<file path="src/rtl/pipe_alloc_pkg.sv">
package pipe_alloc_pkg;

  localparam logic [7:0] CMD_WR        = 8'h20;
  localparam logic [7:0] CMD_RD        = 8'h00;
  localparam logic [7:0] REG_PIPE_EN   = 8'h02;
  localparam logic [7:0] REG_ADDR_BASE = 8'h0A;

  typedef enum logic [2:0] {
    OP_ADD     = 3'd0,
    OP_SETADDR = 3'd1,
    OP_ENABLE  = 3'd2,
    OP_DISABLE = 3'd3,
    OP_FWD     = 3'd4,
    OP_REV     = 3'd5,
    OP_CLEAR   = 3'd6,
    OP_RSVD    = 3'd7
  } opcode_e;

  typedef enum logic [1:0] {
    PH_ADDR = 2'd0,
    PH_RD   = 2'd1,
    PH_WR   = 2'd2
  } phase_e;

  typedef struct packed {
    logic   latch;
    logic   idxClr;
    logic   idxInc;
    logic   capRx;
    phase_e phase;
    logic   tblSetNode;
    logic   tblSetEn;
    logic   tblClrEn;
    logic   tblClear;
    logic   respImm;
    logic   respEnd;
  } ctl_s;

endpackage

</file>
<file path="src/rtl/pipe_alloc_dp.sv">
module pipe_alloc_dp
  import pipe_alloc_pkg::*;
#(
  parameter int NUM_PIPES  = 6,
  parameter int WIDE_PIPES = 2,
  parameter int BASE_BYTES = 4
) (
  input  logic                    clk,
  input  logic                    rstN,
  input  ctl_s                    ctl,
  input  logic [2:0]              reqOp,
  input  logic [2:0]              reqPipe,
  input  logic [7:0]              reqNode,
  input  logic [8*BASE_BYTES-1:0] netBase,
  input  logic [7:0]              spiRx,
  output logic [7:0]              spiByte,
  output logic                    spiLastByte,
  output logic                    noFree,
  output logic                    pipeBad,
  output opcode_e                 opKind,
  output logic                    respValid,
  output logic                    respErr,
  output logic [7:0]              respData
);

  localparam int ADDR_LEN = BASE_BYTES + 1;
  localparam int IDX_W    = $clog2(ADDR_LEN + 1);

  logic [7:0]           nodeTab [NUM_PIPES];
  logic [NUM_PIPES-1:0] enTab;
  logic [2:0]           opPipe;
  logic [7:0]           opNode;
  logic [IDX_W-1:0]     idx;
  logic [7:0]           rxCap;

  logic [2:0] freePipe;
  logic [2:0] revPipe;
  logic       revHit;
  logic [7:0] fwdNode;
  logic [7:0] pipeMask;
  logic [7:0] wrVal;
  logic       widePipe;
  logic       immErr;
  logic [7:0] immData;

  // lowest free pipe
  always_comb begin
    noFree   = 1'b1;
    freePipe = '0;
    for (int i = NUM_PIPES - 1; i >= 0; i--) begin
      if (!enTab[i]) begin
        noFree   = 1'b0;
        freePipe = 3'(i);
      end
    end
  end

  // lowest pipe holding the requested node byte
  always_comb begin
    revHit  = 1'b0;
    revPipe = '0;
    for (int i = NUM_PIPES - 1; i >= 0; i--) begin
      if (nodeTab[i] == reqNode) begin
        revHit  = 1'b1;
        revPipe = 3'(i);
      end
    end
  end

  always_comb begin
    fwdNode = '0;
    for (int i = 0; i < NUM_PIPES; i++) begin
      if (int'(reqPipe) == i) fwdNode = nodeTab[i];
    end
  end

  assign pipeBad  = int'(reqPipe) >= NUM_PIPES;
  assign widePipe = int'(opPipe) < WIDE_PIPES;
  assign pipeMask = 8'(1) << opPipe;

  always_comb begin
    case (opKind)
      OP_CLEAR:   wrVal = 8'h00;
      OP_DISABLE: wrVal = rxCap & ~pipeMask;
      default:    wrVal = rxCap | pipeMask;
    endcase
  end

  // byte offered to the SPI engine for the current phase and index
  always_comb begin
    spiByte     = 8'h00;
    spiLastByte = 1'b0;
    case (ctl.phase)
      PH_ADDR: begin
        if (idx == '0) begin
          spiByte = CMD_WR | (REG_ADDR_BASE + {5'b0, opPipe});
        end else begin
          spiByte = opNode;
          if (widePipe) begin
            for (int b = 0; b < BASE_BYTES; b++) begin
              if (int'(idx) == b + 1) spiByte = netBase[8*b +: 8];
            end
          end
        end
        spiLastByte = widePipe ? (idx == IDX_W'(ADDR_LEN)) : (idx == IDX_W'(1));
      end
      PH_RD: begin
        spiByte     = (idx == '0) ? (CMD_RD | REG_PIPE_EN) : 8'h00;
        spiLastByte = (idx == IDX_W'(1));
      end
      default: begin
        spiByte     = (idx == '0) ? (CMD_WR | REG_PIPE_EN) : wrVal;
        spiLastByte = (idx == IDX_W'(1));
      end
    endcase
  end

  // responses that need no SPI traffic
  always_comb begin
    immErr  = 1'b1;
    immData = 8'h00;
    case (opcode_e'(reqOp))
      OP_ADD: immData = 8'hFF;
      OP_FWD: begin
        immErr  = pipeBad;
        immData = pipeBad ? 8'h00 : fwdNode;
      end
      OP_REV: begin
        immErr  = !revHit;
        immData = revHit ? {5'b0, revPipe} : 8'hFF;
      end
      default: begin
        immErr  = 1'b1;
        immData = 8'h00;
      end
    endcase
  end

  always_ff @(posedge clk) begin
    if (!rstN) begin
      opPipe    <= '0;
      opNode    <= '0;
      opKind    <= OP_ADD;
      idx       <= '0;
      rxCap     <= '0;
      enTab     <= '0;
      respValid <= 1'b0;
      respErr   <= 1'b0;
      respData  <= '0;
      for (int i = 0; i < NUM_PIPES; i++) nodeTab[i] <= '0;
    end else begin
      if (ctl.latch) begin
        opPipe <= (opcode_e'(reqOp) == OP_ADD) ? freePipe : reqPipe;
        opNode <= reqNode;
        opKind <= opcode_e'(reqOp);
      end
      if (ctl.idxClr)      idx <= '0;
      else if (ctl.idxInc) idx <= idx + IDX_W'(1);
      if (ctl.capRx) rxCap <= spiRx;

      for (int i = 0; i < NUM_PIPES; i++) begin
        if (ctl.tblClear) begin
          nodeTab[i] <= '0;
          enTab[i]   <= 1'b0;
        end else if (opPipe == 3'(i)) begin
          if (ctl.tblSetNode) nodeTab[i] <= opNode;
          if (ctl.tblSetEn)   enTab[i]   <= 1'b1;
          if (ctl.tblClrEn)   enTab[i]   <= 1'b0;
        end
      end

      respValid <= ctl.respImm | ctl.respEnd;
      if (ctl.respImm) begin
        respErr  <= immErr;
        respData <= immData;
      end else if (ctl.respEnd) begin
        respErr  <= 1'b0;
        respData <= (opKind == OP_CLEAR) ? 8'h00 : {5'b0, opPipe};
      end
    end
  end

  logic [7:0] enVec;
  logic [7:0] lowMask;
  assign enVec   = 8'(enTab);
  assign lowMask = pipeMask - 8'd1;

  // an add only claims a pipe when every lower pipe is taken and the claimed one is free
  a_r2_lowest_free: assert property (@(posedge clk) disable iff (!rstN)
    (ctl.tblSetEn && opKind == OP_ADD) |-> ((enVec & lowMask) == lowMask) && ((enVec & pipeMask) == 8'h00));

  // a clear leaves no pipe enabled
  a_r9_clear_empty: assert property (@(posedge clk) disable iff (!rstN)
    ctl.tblClear |=> (enVec == 8'h00));

endmodule

</file>
<file path="src/rtl/pipe_alloc_ctl.sv">
module pipe_alloc_ctl
  import pipe_alloc_pkg::*;
(
  input  logic       clk,
  input  logic       rstN,
  input  logic       reqValid,
  input  logic [2:0] reqOp,
  input  logic       noFree,
  input  logic       pipeBad,
  input  opcode_e    opKind,
  input  logic       spiDone,
  input  logic       spiLastByte,
  output ctl_s       ctl,
  output logic       busy,
  output logic       spiValid
);

  typedef enum logic [1:0] {
    ST_IDLE = 2'd0,
    ST_ADDR = 2'd1,
    ST_RD   = 2'd2,
    ST_WR   = 2'd3
  } state_e;

  state_e state, stateNext;

  always_comb begin
    ctl       = '0;
    stateNext = state;
    case (state)
      ST_IDLE: begin
        if (reqValid) begin
          case (opcode_e'(reqOp))
            OP_ADD: begin
              if (noFree) ctl.respImm = 1'b1;
              else begin
                ctl.latch  = 1'b1;
                ctl.idxClr = 1'b1;
                stateNext  = ST_ADDR;
              end
            end
            OP_SETADDR: begin
              if (pipeBad) ctl.respImm = 1'b1;
              else begin
                ctl.latch  = 1'b1;
                ctl.idxClr = 1'b1;
                stateNext  = ST_ADDR;
              end
            end
            OP_ENABLE, OP_DISABLE: begin
              if (pipeBad) ctl.respImm = 1'b1;
              else begin
                ctl.latch  = 1'b1;
                ctl.idxClr = 1'b1;
                stateNext  = ST_RD;
              end
            end
            OP_CLEAR: begin
              ctl.latch  = 1'b1;
              ctl.idxClr = 1'b1;
              stateNext  = ST_WR;
            end
            default: ctl.respImm = 1'b1;
          endcase
        end
      end
      ST_ADDR: begin
        ctl.phase = PH_ADDR;
        if (spiDone) begin
          if (spiLastByte) begin
            if (opKind == OP_SETADDR) begin
              ctl.tblSetNode = 1'b1;
              ctl.respEnd    = 1'b1;
              stateNext      = ST_IDLE;
            end else begin
              ctl.idxClr = 1'b1;
              stateNext  = ST_RD;
            end
          end else begin
            ctl.idxInc = 1'b1;
          end
        end
      end
      ST_RD: begin
        ctl.phase = PH_RD;
        if (spiDone) begin
          if (spiLastByte) begin
            ctl.capRx  = 1'b1;
            ctl.idxClr = 1'b1;
            stateNext  = ST_WR;
          end else begin
            ctl.idxInc = 1'b1;
          end
        end
      end
      default: begin
        ctl.phase = PH_WR;
        if (spiDone) begin
          if (spiLastByte) begin
            case (opKind)
              OP_ADD: begin
                ctl.tblSetNode = 1'b1;
                ctl.tblSetEn   = 1'b1;
              end
              OP_ENABLE:  ctl.tblSetEn = 1'b1;
              OP_DISABLE: ctl.tblClrEn = 1'b1;
              default:    ctl.tblClear = 1'b1;
            endcase
            ctl.respEnd = 1'b1;
            stateNext   = ST_IDLE;
          end else begin
            ctl.idxInc = 1'b1;
          end
        end
      end
    endcase
  end

  always_ff @(posedge clk) begin
    if (!rstN) state <= ST_IDLE;
    else       state <= stateNext;
  end

  assign busy     = (state != ST_IDLE);
  assign spiValid = busy;

  // an add with no free pipe starts no SPI work
  a_r5_full_no_spi: assert property (@(posedge clk) disable iff (!rstN)
    (state == ST_IDLE && reqValid && reqOp == 3'd0 && noFree) |=> !busy);

  // an out-of-range pipe for an address write starts no SPI work
  a_r6_bad_pipe_no_spi: assert property (@(posedge clk) disable iff (!rstN)
    (state == ST_IDLE && reqValid && reqOp == 3'd1 && pipeBad) |=> !busy);

endmodule

</file>
<file path="src/rtl/rx_pipe_alloc.sv">
module rx_pipe_alloc
  import pipe_alloc_pkg::*;
#(
  parameter int NUM_PIPES  = 6,
  parameter int WIDE_PIPES = 2,
  parameter int BASE_BYTES = 4
) (
  input  logic                    clk,
  input  logic                    rstN,
  input  logic                    reqValid,
  input  logic [2:0]              reqOp,
  input  logic [2:0]              reqPipe,
  input  logic [7:0]              reqNode,
  input  logic [8*BASE_BYTES-1:0] netBase,
  output logic                    busy,
  output logic                    respValid,
  output logic                    respErr,
  output logic [7:0]              respData,
  output logic                    spiValid,
  output logic [7:0]              spiByte,
  output logic                    spiLast,
  input  logic                    spiDone,
  input  logic [7:0]              spiRx
);

  ctl_s    ctl;
  opcode_e opKind;
  logic    noFree;
  logic    pipeBad;
  logic    spiLastByte;

  pipe_alloc_ctl u_ctl (
    .clk         (clk),
    .rstN        (rstN),
    .reqValid    (reqValid),
    .reqOp       (reqOp),
    .noFree      (noFree),
    .pipeBad     (pipeBad),
    .opKind      (opKind),
    .spiDone     (spiDone),
    .spiLastByte (spiLastByte),
    .ctl         (ctl),
    .busy        (busy),
    .spiValid    (spiValid)
  );

  pipe_alloc_dp #(
    .NUM_PIPES  (NUM_PIPES),
    .WIDE_PIPES (WIDE_PIPES),
    .BASE_BYTES (BASE_BYTES)
  ) u_dp (
    .clk         (clk),
    .rstN        (rstN),
    .ctl         (ctl),
    .reqOp       (reqOp),
    .reqPipe     (reqPipe),
    .reqNode     (reqNode),
    .netBase     (netBase),
    .spiRx       (spiRx),
    .spiByte     (spiByte),
    .spiLastByte (spiLastByte),
    .noFree      (noFree),
    .pipeBad     (pipeBad),
    .opKind      (opKind),
    .respValid   (respValid),
    .respErr     (respErr),
    .respData    (respData)
  );

  assign spiLast = spiValid & spiLastByte;

  // an offered byte holds until the engine reports it done
  a_r11_byte_hold: assert property (@(posedge clk) disable iff (!rstN)
    (spiValid && !spiDone) |=> spiValid && $stable(spiByte) && $stable(spiLast));

  // a response is only shown once SPI work has finished
  a_r10_resp_not_busy: assert property (@(posedge clk) disable iff (!rstN)
    respValid |-> !busy);

endmodule

</file>
<file path="config.mk">
export PLATFORM = sky130hd
export DESIGN_NAME = rx_pipe_alloc
export DESIGN_NICKNAME = d
export VERILOG_FILES = /design/src/rtl/pipe_alloc_pkg.sv /design/src/rtl/pipe_alloc_dp.sv /design/src/rtl/pipe_alloc_ctl.sv /design/src/rtl/rx_pipe_alloc.sv
export SDC_FILE = /design/constraint.sdc
export NUM_CORES = 1
export LEC_CHECK = 0
export BUFFER_PORTS_ARGS = -buffer_cell sky130_fd_sc_hd__buf_2
export CAP_MARGIN = 20
export CORE_MARGIN = 10
export CORE_UTILIZATION = 53
export DETAILED_ROUTE_END_ITERATION = 8
export MAX_ROUTING_LAYER = met4
export PLACE_DENSITY = 0.77
export SLEW_MARGIN = 40
export SYNTH_ARGS = -nofsm -noshare
export SYNTH_HDL_FRONTEND = slang
export SYNTH_SLANG_ARGS = --single-unit
</file>
<file path="constraint.sdc">
create_clock -name clk -period 2.85 [get_ports clk]
set_input_delay 0.4275 -clock clk [delete_from_list [all_inputs] [get_ports clk]]
set_output_delay 0.4275 -clock clk [all_outputs]
set_load 0.05 [all_outputs]
</file>
After elaboration in Yosys (flattened, before gate mapping):

Memories as Yosys holds them, arrays and structs flattened.
Cells that the tools add are included.

* register bits after elaboration: 43
* memory bits (writable): 48
* bits of input ports: 58
* output and inout bits: 21
* logic and storage cells: 254
* memories: 1

* $add $sub $neg: 2
* magnitude comparators: 2
* equality and inequality tests: 44
* shift operators: 1
* mux-type cells: 142
* bitwise operators: 18
* reduce and logical (&&, ||, !) cells: 29

Memories
* u_dp.nodeTab: words 6, width 8, rd ports 6, clocked after Yosys merged registers in 0, wr ports 6, line pipe_alloc_dp.sv:29 `logic [7:0] nodeTab [NUM_PIPES];`

Operator list (count)
* 8-bit 2-to-1 mux: 29
* 1-bit 2-to-1 mux: 66
* 8-bit == test: 6
* 3-bit 2-to-1 mux: 16
* 3-bit == test, second input constant: 14
* 2-bit 2-to-1 mux: 16
* 8-bit case mux with 2 select lines: 2
* 3-bit by 2-bit == test with 1-bit output, second input constant: 8
* 8-bit case mux with 3 select lines: 1
* 3-bit zero test: 5
* 1-bit OR: 13
* 3-bit by 1-bit == test with 1-bit output, second input constant: 4
* 2-bit case mux with 3 select lines: 2
* 2-bit AND reduction: 6
* 2-bit OR reduction: 6
* 11-bit AND reduction: 1
* 2-bit inequality test, second input constant: 5
* 2-bit nonzero test: 5
* 3-bit inequality test, second input constant: 3
* 1-bit case mux with 3 select lines: 3
* 3-bit OR reduction: 3
* 8-bit AND: 1
* 4-bit 2-to-1 mux: 2
* 8-bit NOT: 1
* other kinds (16): 20

Logic depth before layout (Yosys ltp):

* depth after elaboration: 14
* mapped depth: 11
* depth with buffers taken out: 8

By module:

Synthesis repeated with hierarchy kept, for this count alone.

* cell total of the unflattened synthesis: 639
* area total of the unflattened synthesis: 5806.8 µm²

Modules (own cells, without submodules)
* pipe_alloc_dp: times used 1, cells each 590, area an instance 5485.3 µm², seq. area each 2262.2 µm²
* pipe_alloc_ctl: times used 1, cells each 48, area an instance 315.3 µm², seq. area each 40.0 µm²
* rx_pipe_alloc: times used 1, cells each 1, area an instance 6.3 µm², seq. area each 0.0 µm²

Least setup slack after synthesis:

Ideal clock, no wire load.

* path type: reg2out
* start: register u_dp.idx[0]
* end: output port spiByte[1]
* data arrival time: 3.211 ns
* required time: 2.423 ns
* setup slack: -0.788 ns
* stages on the path, launching flop included: 8
* path buffers: 1
* path through: dfxtp_1 -> inv_1 -> ha_1 -> clkbuf_1 -> o21ai_0 -> a221o_1 -> o21ai_0 -> o311ai_0

* longest elaborated chain between the ends: 8
* elaborated cells on any way between the ends: 14
* classes of those cells: 4 x eq/ne; 9 x mux; 1 x reduce/logical

Ends and longest elaborated chain
* from (decl): line pipe_alloc_dp.sv:33 `logic [IDX_W-1:0] idx;`
* from (signal assigned): line pipe_alloc_dp.sv:158 `else if (ctl.idxInc) idx <= idx + IDX_W'(1);`
* 3-bit by 2-bit == test with 1-bit output: line pipe_alloc_dp.sv:101 `if (int'(idx) == b + 1) spiByte = netBase[8*b +: 8];`
* 8-bit 2-to-1 mux (4 in series): line pipe_alloc_dp.sv:101
* 8-bit 2-to-1 mux: line pipe_alloc_dp.sv:99 `if (widePipe) begin`
* 8-bit 2-to-1 mux: line pipe_alloc_dp.sv:95 `if (idx == '0) begin`
* 8-bit case mux with 2 select lines *: line pipe_alloc_dp.sv:93 `case (ctl.phase)`
* to (decl): line rx_pipe_alloc.sv:20 `output logic [7:0] spiByte,`

Mark *: on every way between the ends. The rest lies on a longest branch, timed or not.

Worst setup path after layout:

* start: register u_dp.opPipe[2]
* end: output port spiByte[0]

* longest elaborated chain between the ends: 6
* elaborated cells on any way between the ends: 10
* classes of those cells: 1 x order compare; 1 x shift; 5 x mux; 3 x bitwise

Ends and longest elaborated chain
* from (decl): line pipe_alloc_dp.sv:31 `logic [2:0] opPipe;`
* from (signal assigned): line pipe_alloc_dp.sv:153 `opPipe <= (opcode_e'(reqOp) == OP_ADD) ? freePipe : reqPipe;`
* 1-bit by 3-bit << shifter with 8-bit output: line pipe_alloc_dp.sv:79 `assign pipeMask = 8'(1) << opPipe;`
* 8-bit NOT: line pipe_alloc_dp.sv:84 `OP_DISABLE: wrVal = rxCap & ~pipeMask;`
* 8-bit AND: line pipe_alloc_dp.sv:84
* 8-bit case mux with 2 select lines: line pipe_alloc_dp.sv:82 `case (opKind)`
* 8-bit 2-to-1 mux: line pipe_alloc_dp.sv:112 `spiByte = (idx == '0) ? (CMD_WR | REG_PIPE_EN) : wrVal;`
* 8-bit case mux with 2 select lines *: line pipe_alloc_dp.sv:93

Marks and branches as above.

==> run_results.csv <==
group,metric,value,unit
run_status,run_status,"complete, no violations",
die,core.rowCount,38,
synthesis,syn_inst,641,
clock_tree,clk-insertion-delay-late,370,ps
power,p_total,0.00311,W
synthesis,synth.distinct_cells,75,
die,dieArea,15500,um2
timing,holdWs,300,ps
layout,post_route_cells_drive_above_1_share,21.6,%
flow_run,drv_cap,0,
synthesis,syn_nets,706,
global_routing,grt_overflow,0,
clock_tree,cts.htree.levels,3,
clock_tree,path_clk_slew,90,ps
layout,nNetsFinal,773,
min_path,worst_hold_path_type,"input pin to flop",
drt,detail_route.vias_per_cell,6.14,
clock_tree,clk_path_buf_depth,2,
drt,wirelength,17700,um
setup_path,critPathKind,"flop to output port",
clock_tree,ctsRootBufferMaster,"clkbuf_8",
drt,firstDrtPassIters,7,
global_routing,gr-usage-all-layers,22.8,%
setup_path,worst-endpoint-required,2420,ps
place,io_buffers,78,
layout,layout-area-overhead-vs-synth,13.2,%
die,effective_utilization_at_floorplan,53.7,%
timing,worst_clock_skew,8.86,ps
timing,final-setup-viol-count,0,
setup_path,timing.reg2reg.worst_path_depth,10,
die,design.portCount,79,
layout,n_antenna_cell,0,
drt,drt-initial-drc-count,569,
setup_path,timing.critical_path.from,"u_dp.opPipe[2]",
place,globalplace.congestion,0.964,
setup_path,maximum_net_fanout_on_the_critical_path,8,
setup_path,path_common_cell,"buf_4",
setup_path,worst-endpoint-arrival,2370,ps
synthesis,synth_largest_area_cell,"edfxtp_1",
global_routing,grt_start_max_net_pins,24,
setup_path,critical_path.reg2reg.startpoint,"u_dp.idx[1]",
synthesis,synthTopCellsByArea,"edfxtp_1 25%, dfxtp_1 15%, mux2i_1 4.5%, nand2_1 4.1%, xnor2_1 4.1%",
setup_path,critical_path.startpoint_type,"flop",
drt,dr_total_vias,5236,
setup_path,worstPathCellList,"inv_1 -> ha_2 -> buf_4 -> nand3_1 -> o21ai_0 -> a222oi_1 -> o31ai_2 -> o2bb2ai_1 -> buf_4",
synthesis,post_synth_instance_area,5800,um2
synthesis,post-synth-top-area-fraction,24.8,%
setup_path,cp-end-kind,"output port",
setup_path,cp_slowest_stage_delay,440,ps
synthesis,synth_area_per_cell,9.05,um2
drt,post_drt_wl_per_cell,20.8,um
synthesis,synth-warning-count,0,
drt,postRouteAntennaNets,0,
place,dpl.hpwl,13500,um
power,cellLeakagePower,2.47,nW
timing,min_period_over_period,98.0,%
layout,finalCoreUtilization,60.9,%
timing,pins_over_their_slew_limit,0,
drt,route.detailed.drc,0,
timing,hold_violations_final,0,
synthesis,number_of_enable_flip_flop_cells_after_synthesis,48,
timing,worstMarginPinSlew,715,ps
die,chipHeight,125,um
timing,timing.max_slew.rel_slack,52.0,%
die,dieWidth,125,um
timing,timing.final.crit_period,2790,ps
timing,fmax,358,MHz
synthesis,ys_seq_area_share,39.7,%
timing,finalSetupTns,0,ps
synthesis,synth_async_sr_flop_share,0,%
synthesis,ys_ff_latch,91,
global_routing,grt_pass1_vias,5233,
synthesis,ys_dominant_reg_cell,"edfxtp_1",
global_routing,grt_first_pass_wirelength,28000,um
global_routing,antenna_found_initial,0,
setup_path,critical_path.slowest_cell,"a222oi_1",
power,pwr_density_cell,474,nW/um2
clock_tree,numCtsBuffers,9,
clock_tree,cts_tree,"built",
clock_tree,hold_bufs_at_cts,0,
clock_tree,clock-sinks,91,
setup_path,reg2reg_to,"u_dp.nodeTab[4][7]",
power,vdd_ir_drop_max,0.000227,V
die,fp.coreArea,10800,um2
setup_path,critical_path.endpoint,"spiByte[0]",
setup_path,reg2reg_slack,320,ps
## cell families after synthesis
group                      Yosys count  synth area share (%)
AOI/OAI and AO/OA                  151                  17.1
xor gates and xnor gates            51                  7.70
adders and majority gates            7                  1.51
buffers and inverters               65                  5.52
DFF                                 91                  39.7
muxes                               33                  7.01
and+or+nand+nor                    243                  21.5
## metal layers
layer  up-vias  GRT usage (%)  wire [um]
met2       299           34.9       8230
met4         0           8.91        455
li1       2444              -          -
met1      2459           29.6       7490
met3        34           3.70       1530
met5         -              -          0
## state kept, by name (all words and copies together) (netlist names), 2 cells and up
register and cells:
u_dp.opKind 3, u_ctl.state 2, u_dp.respData 8, u_dp.opPipe 3, u_dp.rxCap 8, u_dp.nodeTab 48
u_dp.idx 3, u_dp.opNode 8, u_dp.enTab 6
## worst min path at each step
stage	start	endpoint	slack [ps]	cells past startpoint
4_1_cts	spiRx[5]	u_dp.rxCap[5]	290	3
5_1_grt	spiRx[2]	u_dp.rxCap[2]	320	3
2_1_floorplan	u_dp.enTab[4]	u_dp.enTab[4]	450	2
3_5_place_dp	u_dp.enTab[4]	u_dp.enTab[4]	490	2
3_3_place_gp	u_dp.enTab[4]	u_dp.enTab[4]	470	2
6_report	spiRx[5]	u_dp.rxCap[5]	300	3
## worst max-delay path: cells and delay by family, from the launching register on
kind                       cells  cell delay [ps]
AOI/OAI and AO/OA              4              860
buffers and inverters          3              480
DFF                            1              350
adders and majority gates      1              220
and+or+nand+nor                1               70
## power by group
part           internal, W  switching (W)
clock network     0.000422       0.000450
logic             0.000260       0.000483
registers          0.00143      0.0000727
total              0.00211        0.00101
## timing repair
action                     4_1_cts  5_1_grt
resized for setup                6       15
pin swaps                        0        2
buffers inserted                 0        1
setup endpoints to repair        6        8
## cell usage in the layout, fill, tap and decap left out, drive strengths merged, types with 26 or more instances in the layout
cell type and instances:
o21ai 40, dfxtp 43, mux2i 26, and2 35, xnor2 27, a21oi 37
nand2 63, buf 98, nor2 58, edfxtp 48
## per-stage QoR
step | cell area (um2) | setup slack [ps] | cells
finish | 6570 | 55.6 | 853
global route | 6570 | -68.6 | 853
CTS | 6500 | 3.23 | 852
detailed placement | 6290 | 310 | 836
global placement | 6290 | 336 | 836
floorplan | 5810 | 92.6 | 641
## synthesized netlist by cell type (8+ instances only)
| cell | n |
|---|---|
| a21oi_1 | 36 |
| xnor2_1 | 27 |
| nor3_1 | 23 |
| nor4_1 | 8 |
| buf_2 | 21 |
| clkbuf_1 | 12 |
| nand2_1 | 63 |
| edfxtp_1 | 48 |
| nand3_1 | 10 |
| xor2_1 | 24 |
| nor2_1 | 53 |
| dfxtp_1 | 43 |
| o22ai_1 | 12 |
| mux2i_1 | 26 |
| inv_1 | 21 |
| o21ai_0 | 37 |
| a211oi_1 | 11 |
| and2_1 | 35 |
## area by class of cell
class                   instances  area [um2]
clock inverters                 1        5.00
multi-input cells             485        3250
flip-flops and latches         91        2310
well taps                     140         175
clock buffers                  15         189
repair buffers                 99         559
inverters                      22        82.6
fillers                       930        4230
No activity file was read; power rests on OpenSTA's default activity.
